===== config.mk =====
export PLATFORM = sky130hd
export DESIGN_NAME = txbist_gen
export DESIGN_NICKNAME = d
export VERILOG_FILES = /design/src/rtl/txbist_gen.sv
export SDC_FILE = /design/constraint.sdc
export NUM_CORES = 1
export LEC_CHECK = 0
export BUFFER_PORTS_ARGS = -buffer_cell sky130_fd_sc_hd__buf_2
export CORE_UTILIZATION = 40
export CTS_CLUSTER_DIAMETER = 50
export CTS_CLUSTER_SIZE = 12
export DETAILED_ROUTE_END_ITERATION = 12
export GPL_TIMING_DRIVEN = 0
export SETUP_SLACK_MARGIN = 0.05
export SYNTH_ARGS = -nofsm -noshare
export SYNTH_HDL_FRONTEND = slang
export SYNTH_SLANG_ARGS = --single-unit

===== constraint.sdc =====
create_clock -name clk -period 3.1 [get_ports clk]
set_clock_uncertainty 0.1 [all_clocks]
set_input_delay 0.155 -clock clk [delete_from_list [all_inputs] [get_ports clk]]
set_output_delay 0.155 -clock clk [all_outputs]
set_load 0.05 [all_outputs]

===== src/rtl/txbist_gen.sv =====
module txbist_gen #(
  parameter int LW = 9,
  parameter logic [LW-1:0] SEED = '1,
  parameter logic [LW-1:0] TAPS = 9'h110,
  localparam int CW = LW + 1
) (
  input  logic          clk,
  input  logic          rst_n,
  input  logic          bist_en_n,
  input  logic          cascade_mode,
  input  logic          fifo_empty,
  input  logic          fifo_full,
  input  logic [CW-1:0] fifo_rdata,
  output logic          fifo_rd,
  output logic [CW-1:0] tx_char,
  output logic          tx_valid,
  output logic          empty_flag,
  output logic          full_flag,
  output logic          bist_active
);

  logic          sync1, sync2;
  logic [LW-1:0] lfsr;
  logic          loop_q;
  logic          in_test;

  wire [LW-1:0] lfsr_nxt  = {lfsr[LW-2:0], ^(lfsr & TAPS)};
  wire          empty_ind = in_test ? loop_q : fifo_empty;

  assign fifo_rd    = !bist_active && !fifo_empty;
  assign empty_flag = cascade_mode ? empty_ind : !empty_ind;
  assign full_flag  = cascade_mode ? fifo_full : !fifo_full;

  always_ff @(posedge clk or negedge rst_n) begin
    if (!rst_n) begin
      sync1       <= 1'b0;
      sync2       <= 1'b0;
      bist_active <= 1'b0;
    end else begin
      sync1       <= !bist_en_n;
      sync2       <= sync1;
      bist_active <= sync2;
    end
  end

  always_ff @(posedge clk or negedge rst_n) begin
    if (!rst_n) begin
      lfsr     <= SEED;
      loop_q   <= 1'b0;
      in_test  <= 1'b0;
      tx_valid <= 1'b0;
      tx_char  <= '0;
    end else if (bist_active) begin
      tx_char  <= {^lfsr, lfsr};
      tx_valid <= 1'b1;
      loop_q   <= (lfsr == SEED);
      in_test  <= 1'b1;
      lfsr     <= lfsr_nxt;
    end else begin
      lfsr     <= SEED;
      loop_q   <= 1'b0;
      in_test  <= 1'b0;
      tx_valid <= fifo_rd;
      if (fifo_rd) tx_char <= fifo_rdata;
    end
  end

endmodule


# After elaboration in Yosys (flattened, before gate mapping)
# Index checks and enable logic that the tools add are counted.
# word_totals
input_bits	16
elab_cells	27
output_inout_bits	15
regBits	25
# op_classes
reduce_logical	9
n_mux	9
n_eq_ne	1
# ops
op	n
$mux W10	2
$reduce_xor A9 Y1	2
$eq A9 B9 Y1 const B	1
$mux W9	1
$mux W1	6
$logic_not A1 Y1	5
$reduce_bool A2 Y1	1
$logic_and A1 B1 Y1	1

# Logic depth before layout (Yosys ltp)
# Gate-level depths: netlist of run 1.
# depth
depth_word	4
mapped_depth	4
depth_no_buf	4

# Worst setup path after synthesis of run 1
# OpenSTA, ideal clock, no wires.
# synth_path
path_kind	register to output
start	register bist_active
end	output port fifo_rd
t_arrival_ns	1.677
path_stages_with_launch	4
t_required_ns	2.845
n_path_buf	2
path_slack_ns	1.168
path_cell_list	dfrtp_1 -> buf_4 -> buf_2 -> nor2_1
# synth_between
elab_chain_cells	2
# synth_rtl
item	line	source
start, declared	19	output logic bist_active
start signal, assigned	42	bist_active <= sync2;
$logic_not A1 Y1	30	assign fifo_rd = !bist_active && !fifo_empty;
$logic_and A1 B1 Y1	30	
end, declared	14	output logic fifo_rd,
# No other way between the ends.

# Final worst setup path of run 1
# Same ends and word-level chain as after synthesis.

==> metrics.log, run 1 <==
[metrics] run status: finished, final reports clean
[metrics] Seq/Total Area, Yosys: 0.5946
[metrics] Final TNS setup: 0 ns
[metrics] upper clock frequency limit: 554.5 MHz
[metrics] Worst path top cell family by delay: buffers and inverters
[metrics] detailed route wirelength on metal2: 761 um
[metrics] type of the tightest min-delay check: in2reg
[metrics] CTS clock-pin slew for the worst setup and hold paths: 0.12 ns
[metrics] count of antenna-violating nets left after detailed routing: 0
[metrics] router iterations before antenna repair: 2
[metrics] type of element launching the critical path: flip-flop
[metrics] final cell utilization of the core: 0.5225
[metrics] cell with the largest stage delay on the worst path: dfrtp_1
[metrics] number of nets produced by synthesis: 95
[metrics] Post-CTS Resized: 0
[metrics] final critical-path required period: between 1.5 and 2 ns
[metrics] footprint of the multi-input gates: 406.6 sq um
[metrics] pin count of the biggest net entering global routing: 26
[metrics] post-synthesis average cell area: between 10 and 15 sq um
[metrics] Top Metal Used: met4
[metrics] library cell used as clock root buffer: clkbuf_4
[metrics] CP Capture Type: output pin
[metrics] worst flop-to-flop path endpoint: tx_char[9]
[metrics] global-route usage over all layers: 0.1443
[metrics] Worst Setup EP: fifo_rd
[metrics] I/O pin cnt: 31
[metrics] Worst R2R Start: lfsr[1]
[metrics] FF+latch count, synth: 25
[metrics] number of global-route vias before repair: 657
[metrics] combined area of all synthesized cells: 1071 sq um
[metrics] most used flip-flop cell after synthesis: dfrtp_1
[metrics] number of hold-repair buffers added at the cts stage: 2
[metrics] routed len/inst: 11.96 um
[metrics] Layout Nets: 132
[metrics] total design power: 0.6359 mW
[metrics] Warnings, synthesis: 0
[metrics] library cell occupying the most area in the post-synthesis netlist: dfrtp_1
[metrics] Setup Buffers After CTS: 0
[metrics] clk_lat worst skew: between 0.3 and 0.4 ns
[metrics] Hold Fails Final Rpt: 0
[metrics] buffers plus inverters on the worst setup path: 3
[metrics] number of distinct standard cells referenced by the synthesized netlist: 22
[metrics] total DRC errors in the routed layout: 0
[metrics] number of enable flip-flop cells after synthesis: 0
[metrics] number of core rows: 18
[metrics] data arrival time of the critical path: roughly 1.6 ns
[metrics] via count: 667
[metrics] sequence of cells on the critical path: buf_4 > buf_2 > nor2_1 > buf_2
[metrics] number of standard cells after synthesis: 75
[metrics] Syn-to-layout area delta: 21.96%
[metrics] number of levels in the clock H-tree: 1
[metrics] length of routed wiring on met1: 811 um
[metrics] worst-margin pin slew: about 0.52 ns
[metrics] critical path data required time: 2.84 ns
[metrics] starting utilization of the core area: 0.4284
[metrics] clock buffer depth: 2
[metrics] HPWL after detailed placement: 1207 um
[metrics] maximum vdd ir drop: 0.0003464 V
[metrics] number of buffers created by CTS: 3
[metrics] Final Max Slew Viols: 0
[metrics] GRT overflow: 0
[metrics] number of violations of the max-capacitance limit: 0
[metrics] final setup violation count: 0
[metrics] fraction of post-synthesis cell area in the top cell type by area: 0.3738
[metrics] RSZ-0062 raised after global routing: no
[metrics] leading post-synthesis cells by cell area: dfrtp_1, dfstp_2, mux2_4
[metrics] layout filler cell count: between 200 and 250
[metrics] routed length on met3: 101 um
[metrics] sink count of the clock tree: 25
[metrics] area of the core: around 2500 sq um
[metrics] wire length of the first global-routing pass: 2863 um
[metrics] max-slew headroom at the worst pin: 0.6510
[metrics] DR iter-0 viols: 5
[metrics] Critical Path Fanout Max: 10
[metrics] aggregate routed wire length: between 1500 and 2000 um
[metrics] routed vias/inst: 4.730
[metrics] depth of the critical timing path with buffers and inverters included: 4
[metrics] number of cells traversed by the worst register-to-register path: 4
[metrics] antenna diode instance count: 0
[metrics] Total Die Area: 2889 sq um
[metrics] largest stage delay on the critical path: 0.47 ns
[metrics] fraction of final layout cells sized beyond drive strength 1: 0.4865
[metrics] Static Leak: between 0.5 and 0.6 nW
[metrics] async set or reset register ratio after synthesis: 1.000
[metrics] CP Class: reg2out
[metrics] die outline height: 53.75 um
[metrics] die extent in x: 53.75 um
[metrics] clock tree from TritonCTS: done
[metrics] CP Launch Point: bist_active
[metrics] sequential cell area in the final layout: 636.9 sq um
[metrics] Worst path most repeated cell: buf_2
[metrics] Routability Congestion: 0.7554
[metrics] r2r setup slk: 1.53 ns
[metrics] total power divided by cell area: approximately 490 nW/um^2
[metrics] initial antenna violation count: 0
[metrics] count of buffers from port buffering: 30
[metrics] fin crit share: 0.5817
==> logic make-up (layout without fill, tap and decap cells) <==
kind of cell | count (synthesis) | in the layout | share of synthesized area
flops | 25 | 25 | 0.5946
simple gates | 15 | 15 | 0.07828
compound gates | 11 | 11 | 0.07243
buf+inv | 4 | 40 | 0.02569
xor+xnor | 6 | 6 | 0.06191
fa+ha+maj | 4 | 4 | 0.04673
mux | 10 | 10 | 0.1203
==> cells in the mapped netlist, drive strengths merged, types with 2 or more instances <==
| master | n |
|---|---|
| dfrtp | 16 |
| dfstp | 9 |
| nand2b | 9 |
| mux2 | 8 |
| o21a | 8 |
| ha | 4 |
| xnor2 | 4 |
| buf | 3 |
| mux2i | 2 |
| nand2 | 2 |
| nor2 | 2 |
==> layout by cell type, fill, tap and decap left out <==
cell type,netlist,final
dfstp_2,9,9
buf_6,1,1
nand4_1,1,1
dfrtp_1,16,16
nand2_1,2,2
o21ai_0,1,1
a211oi_1,1,1
inv_1,1,1
clkinv_2,0,1
mux2i_1,2,2
nor2b_1,1,1
mux2_2,3,3
ha_1,4,4
xor2_1,1,1
o21a_1,8,8
clkbuf_4,0,3
buf_2,1,31
nor2_1,2,2
buf_4,1,1
a21oi_1,1,1
xnor2_1,4,4
xnor3_1,1,1
dlygate4sd3_1,0,2
nand2b_1,9,9
mux2_4,5,5
==> sequential cells by signal, summed over array words and instances (netlist names) <==
name and count:
bist_active 1, tx_char 10, loop_q 1, sync2 1, sync1 1, lfsr 9, in_test 1, tx_valid 1
==> metal layers <==
metal,GRT usage,vias up
li1,-,324
met1,0.1931,319
met2,0.2140,22
met3,0.05932,2
met4,0.03947,0
met5,0,-
==> cell type report <==
cell class                 instances  share of cell area
inverter                           1            0.002874
buffer                             3             0.01820
multi-input combinational         46              0.3113
sequential                        25              0.4875
clock buffer                       3             0.01724
timing repair buffer              32              0.1303
tap                               30             0.02874
clock inverter                     1            0.003831
==> worst min-delay path by stage <==
stage / start / end / cells after the start / slack (ns)
finish: fifo_rdata[8] / tx_char[8] / 3 / 0.06
global route: fifo_rdata[5] / tx_char[5] / 3 / 0.05
CTS: fifo_rdata[8] / tx_char[8] / 3 / 0.04
detailed placement: rst_n / bist_active / 1 / 0.07
global placement: rst_n / bist_active / 1 / 0.07
floorplan: rst_n / bist_active / 0 / -0.24
==> metrics by stage <==
step / std cells / hold WS [ns] / setup WS, ns / cell area [sq um]
final: 141 / 0.05605 / 1.297 / 1306
after global routing: 141 / 0.04674 / 1.179 / 1306
after CTS: 141 / 0.03915 / 1.250 / 1306
after detailed placement: 135 / 0.06763 / 1.552 / 1259
after global placement: 135 / 0.06953 / 1.538 / 1259
after floorplan: 75 / -0.2406 / 1.168 / 1071
==> worst reg2reg max path, cell delays in order (launching register included) <==
cell and delay (ns):
dfstp_2 0.56, ha_1 0.22, xnor3_1 0.36, xnor2_1 0.13
a21oi_1 0.14
==> report_power, final <==
part	internal, mW	switching [mW]	total, mW
Combinational	0.0516	0.0914	0.143
Sequential	0.346	0.00849	0.354
Clock	0.0482	0.0902	0.138
Total	0.446	0.190	0.636
Note: power is estimated with default switching activity, not from simulation.
==> run 2, diff against run 1 <==
--- a/config.mk
+++ b/config.mk
@@ -5,12 +5,14 @@
 export SDC_FILE = /design/constraint.sdc
 export NUM_CORES = 1
 export LEC_CHECK = 0
+export ABC_AREA = 1
 export BUFFER_PORTS_ARGS = -buffer_cell sky130_fd_sc_hd__buf_2
 export CORE_UTILIZATION = 40
 export CTS_CLUSTER_DIAMETER = 50
 export CTS_CLUSTER_SIZE = 12
 export DETAILED_ROUTE_END_ITERATION = 12
 export GPL_TIMING_DRIVEN = 0
+export PLACE_DENSITY = 0.67
 export SETUP_SLACK_MARGIN = 0.05
 export SYNTH_ARGS = -nofsm -noshare
 export SYNTH_HDL_FRONTEND = slang
==> constraint.sdc (replaced) <==
create_clock -name clk -period 1.6 [get_ports clk]
set_clock_uncertainty 0.1 [all_clocks]
set_input_delay 0.08 -clock clk [delete_from_list [all_inputs] [get_ports clk]]
set_output_delay 0.08 -clock clk [all_outputs]
set_load 0.05 [all_outputs]
==> run 2 against run 1 <==
  * Combinational power increased by 100%
  * Utilization increased by 4.5 points
  * Synthesized cell count rose by 36%
  * Flip-flop and latch count unchanged
  * Register-to-register slack worse by 1.4 ns
  * Critical path depth decreased by 1
  * Clock-buffer cell count increased by 1
  * Wire length rose by 28%
  * Sequential share of layout area is 3.8 points lower
  * Critical path type unchanged
  * Largest cell class unchanged
  * Highest routed layer unchanged
==> metrics.log, run 2 <==
[metrics] via count: 830 (+24%)
[metrics] depth of the critical timing path with buffers and inverters included: 3 (-1)
[metrics] worst-margin pin slew: 0.5416 ns (+0.01806 ns)
[metrics] Worst path top cell family by delay: flip-flops
[metrics] Total Die Area: 2862 sq um (-0.91%)
[metrics] Static Leak: 0.6726 nW (+13%)
[metrics] upper clock frequency limit: 682.5 MHz
[metrics] number of cells traversed by the worst register-to-register path: 5 (+1)
[metrics] number of global-route vias before repair: 799 (+22%)
[metrics] post-synthesis average cell area: 10.40 sq um (-27%)
[metrics] total design power: 1.262 mW (+98%)
[metrics] sequence of cells on the critical path: o21ai_0 > xnor2_1 > clkbuf_4
[metrics] DR iter-0 viols: 12 (+7)
[metrics] standard cell area after detailed placement: 1257 sq um (about the same)
[metrics] area of the core: 2500 sq um (unchanged)
[metrics] top library cells by usage in the layout, fill and taps aside: buf_2, nand2_1, dfrtp_1
[metrics] cell count after placement: 162 (+20%)
[metrics] Routability Congestion: 0.7488 (-0.87%)
[metrics] fin crit share: 0.9158
[metrics] die outline height: 53.50 um (-0.46%)
[metrics] cell with the most instances after synthesis: nand2_1
[metrics] maximum vdd ir drop: 0.0007386 V (+110%)
[metrics] number of violations of the max-capacitance limit: 0 (unchanged)
[metrics] async set or reset register ratio after synthesis: 1.000 (unchanged)
[metrics] global-route usage over all layers: 0.1747 (+0.03042)
[metrics] I/O pin cnt: 31 (unchanged)
[metrics] CP Class: reg2out
[metrics] fraction of final layout cells sized beyond drive strength 1: 0.3784 (-0.1081)
[metrics] worst flop-to-flop path endpoint: tx_char[9]
[metrics] run status: finished, final reports clean
[metrics] type of element launching the critical path: flip-flop
[metrics] sink count of the clock tree: 25 (unchanged)
[metrics] final setup violation count: 0 (unchanged)
[metrics] biggest regs: tx_char (10), lfsr (9)
[metrics] number of nets produced by synthesis: 122 (+28%)
[metrics] antenna diode instance count: 0 (unchanged)
[metrics] HPWL after detailed placement: 1505 um (+25%)
[metrics] pin count of the biggest net entering global routing: 26 (unchanged)
[metrics] count of buffers from port buffering: 30 (unchanged)
[metrics] Warnings, synthesis: 0 (unchanged)
[metrics] starting utilization of the core area: 0.4244 (-0.004004)
[metrics] Seq/Total Area, Yosys: 0.6002 (+0.005610)
[metrics] final worst setup slack: 0.1348 ns (-1.162 ns)
[metrics] CP Capture Type: output pin
[metrics] max FFs per register: 10 (unchanged)
[metrics] library cell occupying the most area in the post-synthesis netlist: dfrtp_1
[metrics] final critical-path required period: 1.465 ns
[metrics] Setup Buffers After CTS: 0 (unchanged)
[metrics] data arrival time of the critical path: 1.29 ns (-0.26 ns)
[metrics] CP Launch Point: in_test
[metrics] Critical Path Fanout Max: 2 (-8)
[metrics] RSZ-0062 raised after global routing: yes
[metrics] cell with the largest stage delay on the worst path: dfrtp_1
[metrics] leading post-synthesis cells by cell area: dfrtp_1, dfstp_2, nand2_1
[metrics] largest stage delay on the critical path: 0.40 ns (-0.07 ns)
[metrics] Worst R2R Start: lfsr[2]
[metrics] Final TNS setup: 0 ns (unchanged)
[metrics] FF+latch count, synth: 25 (unchanged)
[metrics] initial antenna violation count: 0 (unchanged)
[metrics] fraction of post-synthesis cell area in the top cell type by area: 0.3774 (+0.003527)
[metrics] pre-CTS setup slack: 0.1544 ns (-1.397 ns)
[metrics] r2r setup slk: 0.16 ns (-1.37 ns)
[metrics] type of the tightest min-delay check: in2reg
[metrics] aggregate routed wire length: 2161 um (+28%)
[metrics] max-slew headroom at the worst pin: 0.6390 (-0.01204)
[metrics] routed len/inst: 12.14 um (+1.5%)
[metrics] die extent in x: 53.50 um (-0.46%)
[metrics] number of distinct standard cells referenced by the synthesized netlist: 18 (-18%)
[metrics] number of buffers created by CTS: 3 (unchanged)
[metrics] Syn-to-layout area delta: 33.73%
[metrics] clk_lat worst skew: 0.31 ns (about the same)
[metrics] wire length of the first global-routing pass: 3394 um (+19%)
[metrics] top register by number of flip-flops: tx_char
[metrics] number of standard cells after synthesis: 102 (+36%)
[metrics] clock buffer depth: 2 (unchanged)
[metrics] routed vias/inst: 4.663 (-1.4%)
[metrics] total power divided by cell area: 889.5 nW/um^2 (+83%)
[metrics] Worst Setup EP: empty_flag
[metrics] post-layout instance area: 1419 sq um (+8.6%)
[metrics] total DRC errors in the routed layout: 0 (unchanged)
[metrics] GRT overflow: 0 (unchanged)
[metrics] most used flip-flop cell after synthesis: dfrtp_1
[metrics] CTS clock-pin slew for the worst setup and hold paths: 0.13 ns (about the same)
[metrics] top cells by count, synth: nand2_1, dfrtp_1, dfstp_2, inv_1
[metrics] Final Max Slew Viols: 0 (unchanged)
[metrics] final cell utilization of the core: 0.5676 (+0.04505)
[metrics] library cell used as clock root buffer: clkbuf_4
[metrics] buffers plus inverters on the worst setup path: 1 (-2)
[metrics] count of antenna-violating nets left after detailed routing: 0 (unchanged)
[metrics] combined area of all synthesized cells: 1061 sq um (-0.93%)
[metrics] number of standard cells in the final layout excluding fillers: 178 (+26%)
[metrics] Layout Nets: 169 (+28%)
[metrics] Worst Hold Slack: 0.1083 ns (+0.05230 ns)
[metrics] critical path data required time: 1.42 ns (-1.42 ns)
[metrics] clock tree from TritonCTS: done
[metrics] router iterations before antenna repair: 4 (+2)
[metrics] Hold Fails Final Rpt: 0 (unchanged)
[metrics] number of levels in the clock H-tree: 1 (unchanged)
[metrics] number of core rows: 18 (unchanged)
[metrics] most common cell after layout, fill and taps aside: buf_2
[metrics] number of enable flip-flop cells after synthesis: 0 (unchanged)
## run 2: changes by cell type after synthesis, moves of 4 or more
cell      before  now
nand2b_1       9    0
nor2_1         2    7
a32o_1         0    5
inv_1          1    9
o21ai_0        1    5
nand2_1        2   24
mux2_4         5    0
nand3_1        0    7
or2_2          0    4
o21a_1         8    0
## run 2: logic make-up (layout without fill, tap and decap cells)
kind of cell / count (synthesis) / count (layout) / share of synthesized area
compound gates: 11 / 11 / 0.07547
buf+inv: 13 / 59 / 0.05542
fa+ha+maj: 4 / 4 / 0.04717
flops: 25 / 25 / 0.6002
xor+xnor: 3 / 3 / 0.02477
simple gates: 46 / 46 / 0.1969
## run 2: power by group
part,switching (mW),internal [mW]
combinational,0.197,0.0961
sequential,0.0194,0.672
clock,0.180,0.0976
total,0.396,0.866
## run 2: how the worst min path moves through the flow
stage | slack [ns] | from | to | cells after the start
after floorplan | -0.32 | rst_n | bist_active | 0
after global placement | -0.006 | rst_n | tx_char[8] | 1
after detailed placement | -0.0009 | rst_n | tx_char[9] | 1
after CTS | 0.11 | fifo_empty | tx_valid | 3
after global routing | 0.12 | fifo_empty | tx_char[4] | 4
final | 0.11 | fifo_empty | tx_valid | 3
## run 2: final cells by class
cell class	instances	area [sq um]
Inverter	10	37.54
Fill cell	220	1081
Timing Repair Buffer	42	272.8
Tap cell	30	37.54
Multi-Input combinational cell	64	385.4
Clock buffer	4	26.28
Buffer	3	21.27
Sequential cell	25	638.1
## run 2: timing repair
| item | 4_1_cts | 5_1_grt |
|---|---|---|
| hold endpoints to repair | 36 | 0 |
| gates resized for setup | 0 | 2 |
| hold buffers | 12 | 0 |
| setup endpoints to repair | 0 | 2 |
## run 2: metal layers
layer | up-vias | GRT usage | wire (um)
li1 | 423 | - | -
met1 | 384 | 0.2109 | 934
met2 | 19 | 0.2917 | 1101
met3 | 4 | 0.06034 | 97
met4 | 0 | 0.05263 | 29
met5 | - | 0 | 0
## run 2: worst register-to-register path: stages (launching register included)
cell	delay (ns)
dfstp_2	0.56
ha_1	0.24
xor2_1	0.21
nand3_1	0.10
nand3_1	0.09
nand2_1	0.06
==> run 3, diff against run 2 <==
--- a/config.mk
+++ b/config.mk
@@ -12,7 +12,7 @@
 export CTS_CLUSTER_SIZE = 12
 export DETAILED_ROUTE_END_ITERATION = 12
 export GPL_TIMING_DRIVEN = 0
-export PLACE_DENSITY = 0.67
+export PLACE_DENSITY = 0.78
 export SETUP_SLACK_MARGIN = 0.05
 export SYNTH_ARGS = -nofsm -noshare
 export SYNTH_HDL_FRONTEND = slang
==> run 3 against run 2 <==
  * Maximum frequency down 6.2%
  * Cell area rose by 1.7%
  * Global-route usage rose by 2.8 points
  * Critical endpoint is now tx_char[9]
==> metrics.log, run 3 (synthesized netlist as in run 2, its figures left out) <==
[metrics] clock network fraction of design power: 0.232 (+0.012)
[metrics] Hold Fails Final Rpt: 0 (unchanged)
[metrics] number of violations of the max-capacitance limit: 0 (unchanged)
[metrics] die outline height: 53.50 um (unchanged)
[metrics] Net Switching: 0.4329 mW (+9.2%)
[metrics] number of buffers created by CTS: 3 (unchanged)
[metrics] final cell utilization of the core: 0.5771 (+0.009509)
[metrics] library cell used as clock root buffer: clkbuf_4
[metrics] data arrival time of the critical path: 1.70 ns (+0.41 ns)
[metrics] number of global-route vias before repair: 905 (+13%)
[metrics] number of core rows: 18 (unchanged)
[metrics] final worst setup slack: 0.03867 ns (-0.09611 ns)
[metrics] clock tree from TritonCTS: done
[metrics] pre-CTS setup slack: 0.03659 ns (-0.1178 ns)
[metrics] number of standard cells in the final layout excluding fillers: 178 (unchanged)
[metrics] CP Class: reg2reg
[metrics] router iterations before antenna repair: 4 (unchanged)
[metrics] most common cell after layout, fill and taps aside: buf_2
[metrics] post-layout instance area: 1443 sq um (+1.7%)
[metrics] cell count after placement: 162 (unchanged)
[metrics] Syn-to-layout area delta: 35.97%
[metrics] total design power: 1.298 mW (+2.9%)
[metrics] area of the core: 2500 sq um (unchanged)
[metrics] clk_lat worst skew: 0.33 ns (+0.02 ns)
[metrics] combinational group share of total power: 0.235 (+0.003)
[metrics] biggest regs: tx_char (10), lfsr (9)
[metrics] count of antenna-violating nets left after detailed routing: 0 (unchanged)
[metrics] critical path data required time: 1.74 ns (+0.32 ns)
[metrics] I/O pin cnt: 31 (unchanged)
[metrics] Layout Nets: 169 (unchanged)
[metrics] wire length of the first global-routing pass: 4043 um (+19%)
[metrics] starting utilization of the core area: 0.4244 (unchanged)
[metrics] net switching fraction of the power: 0.3335 (+0.01939)
[metrics] Routability Congestion: 0.7999 (+6.8%)
[metrics] max FFs per register: 10 (unchanged)
[metrics] count of buffers from port buffering: 30 (unchanged)
[metrics] GRT overflow: 0 (unchanged)
[metrics] maximum vdd ir drop: 0.0007306 V (-1.1%)
[metrics] upper clock frequency limit: 640.5 MHz (-6.2%)
[metrics] global-route usage over all layers: 0.2029 (+0.02818)
[metrics] fraction of final layout cells sized beyond drive strength 1: 0.4392 (+0.06081)
[metrics] aggregate routed wire length: 2547 um (+18%)
[metrics] antenna diode instance count: 0 (unchanged)
[metrics] run status: finished, final reports clean
[metrics] worst-margin pin slew: 0.5396 ns (-0.002005 ns)
[metrics] power share of the sequential group: 0.533 (-0.015)
[metrics] sink count of the clock tree: 25 (unchanged)
[metrics] initial antenna violation count: 0 (unchanged)
[metrics] DR iter-0 viols: 15 (+3)
[metrics] pin count of the biggest net entering global routing: 26 (unchanged)
[metrics] routed len/inst: 14.31 um (+18%)
[metrics] number of levels in the clock H-tree: 1 (unchanged)
[metrics] Final Max Slew Viols: 0 (unchanged)
[metrics] CP Capture Type: flip-flop
[metrics] max-slew headroom at the worst pin: 0.6403 (+0.001336)
[metrics] Pint: 0.8651 mW (about the same)
[metrics] total DRC errors in the routed layout: 0 (unchanged)
[metrics] HPWL after detailed placement: 1649 um (+9.6%)
[metrics] standard cell area after detailed placement: 1257 sq um (unchanged)
[metrics] top register by number of flip-flops: tx_char
[metrics] die extent in x: 53.50 um (unchanged)
[metrics] top library cells by usage in the layout, fill and taps aside: buf_2, nand2_1, dfrtp_1
[metrics] Static Leak: 0.6791 nW (+0.96%)
[metrics] RSZ-0062 raised after global routing: yes
[metrics] final critical-path required period: 1.561 ns (+0.09611 ns)
[metrics] via count: 893 (+7.6%)
[metrics] CTS clock-pin slew for the worst setup and hold paths: 0.15 ns (+0.02 ns)
[metrics] Critical Path Fanout Max: 2 (unchanged)
[metrics] final setup violation count: 0 (unchanged)
[metrics] fin crit share: 0.9758 (+0.06007)
[metrics] total power divided by cell area: 899.8 nW/um^2 (+1.2%)
[metrics] clock buffer depth: 2 (unchanged)
[metrics] type of the tightest min-delay check: in2reg
[metrics] Total Die Area: 2862 sq um (unchanged)
[metrics] type of element launching the critical path: flip-flop
[metrics] routed vias/inst: 5.017 (+7.6%)
-- run 3: cell types whose count changed in the layout (fill, tap and decap cells not counted) --
cell and change:
nand2_1 -5, nand2_2 +5, nand3_1 -2, nand3_2 +2, buf_4 +1, clkbuf_1 -1, clkbuf_4 -1, clkinv_2 +1
inv_1 -1, inv_2 +1
-- run 3: layout make-up --
type / count / area [sq um]
inverter: 10 / 37.54
buffer: 3 / 21.27
clock buffer: 3 / 22.52
multi-input combinational: 64 / 407.9
timing repair buffer: 42 / 272.8
fill: 228 / 1057
tap: 30 / 37.54
sequential: 25 / 638.1
clock inverter: 1 / 5.005
-- run 3: through the flow --
| stage | TNS [ns] | hold slack [ns] |
|---|---|---|
| 2_1_floorplan | 0 | -0.3156 |
| 3_3_place_gp | 0 | -0.01922 |
| 3_5_place_dp | 0 | -0.002462 |
| 4_1_cts | 0 | 0.1043 |
| 5_1_grt | -0.02384 | 0.1425 |
| 6_report | 0 | 0.1062 |
-- run 3: worst max-delay path, stage by stage (launching register included) --
cell and delay (ns):
dfstp_2 0.57, ha_1 0.24, xor2_1 0.25, nand3_1 0.16
nand3_2 0.10, nand2_1 0.06
-- run 3: per-layer routing --
metal / up-vias / GRT usage / wire length (um)
met3: 6 / 0.03736 / 124
met1: 429 / 0.2468 / 1031
met4: 0 / 0.04386 / 42
li1: 424 / - / -
met2: 34 / 0.3688 / 1349
met5: - / 0 / 0
-- run 3: final timing paths --
check / slack [ns] / endpoint / cells past startpoint / startpoint
setup / recovery: 0.04 / tx_char[9] / 5 / lfsr[2]
max in group asynchronous: 0.83 / bist_active / 2 / rst_n
setup reg to reg: 0.04 / tx_char[9] / 5 / lfsr[2]
min in group asynchronous: 0.17 / tx_char[9] / 2 / rst_n
hold reg to reg: 0.27 / bist_active / 0 / sync2
hold / removal: 0.11 / tx_char[4] / 4 / fifo_empty
-- run 3: timing repair --
action	in CTS	in global routing
endpoints found under the setup margin	1	2
endpoints found under the hold margin	36	0
resized for setup	1	10
hold buffers	12	0
setup buffers	0	0
pin swaps	0	5
-- run 3: power groups by stage --
| stage | registers, mW | clock network, mW | logic [mW] |
|---|---|---|---|
| after detailed placement | 0.703 | 0 | 0.272 |
| after CTS | 0.692 | 0.290 | 0.296 |
| after global routing | 0.697 | 0.310 | 0.329 |
| final | 0.692 | 0.301 | 0.305 |
| after floorplan | 0.787 | 0 | 0.102 |
| after global placement | 0.701 | 0 | 0.265 |
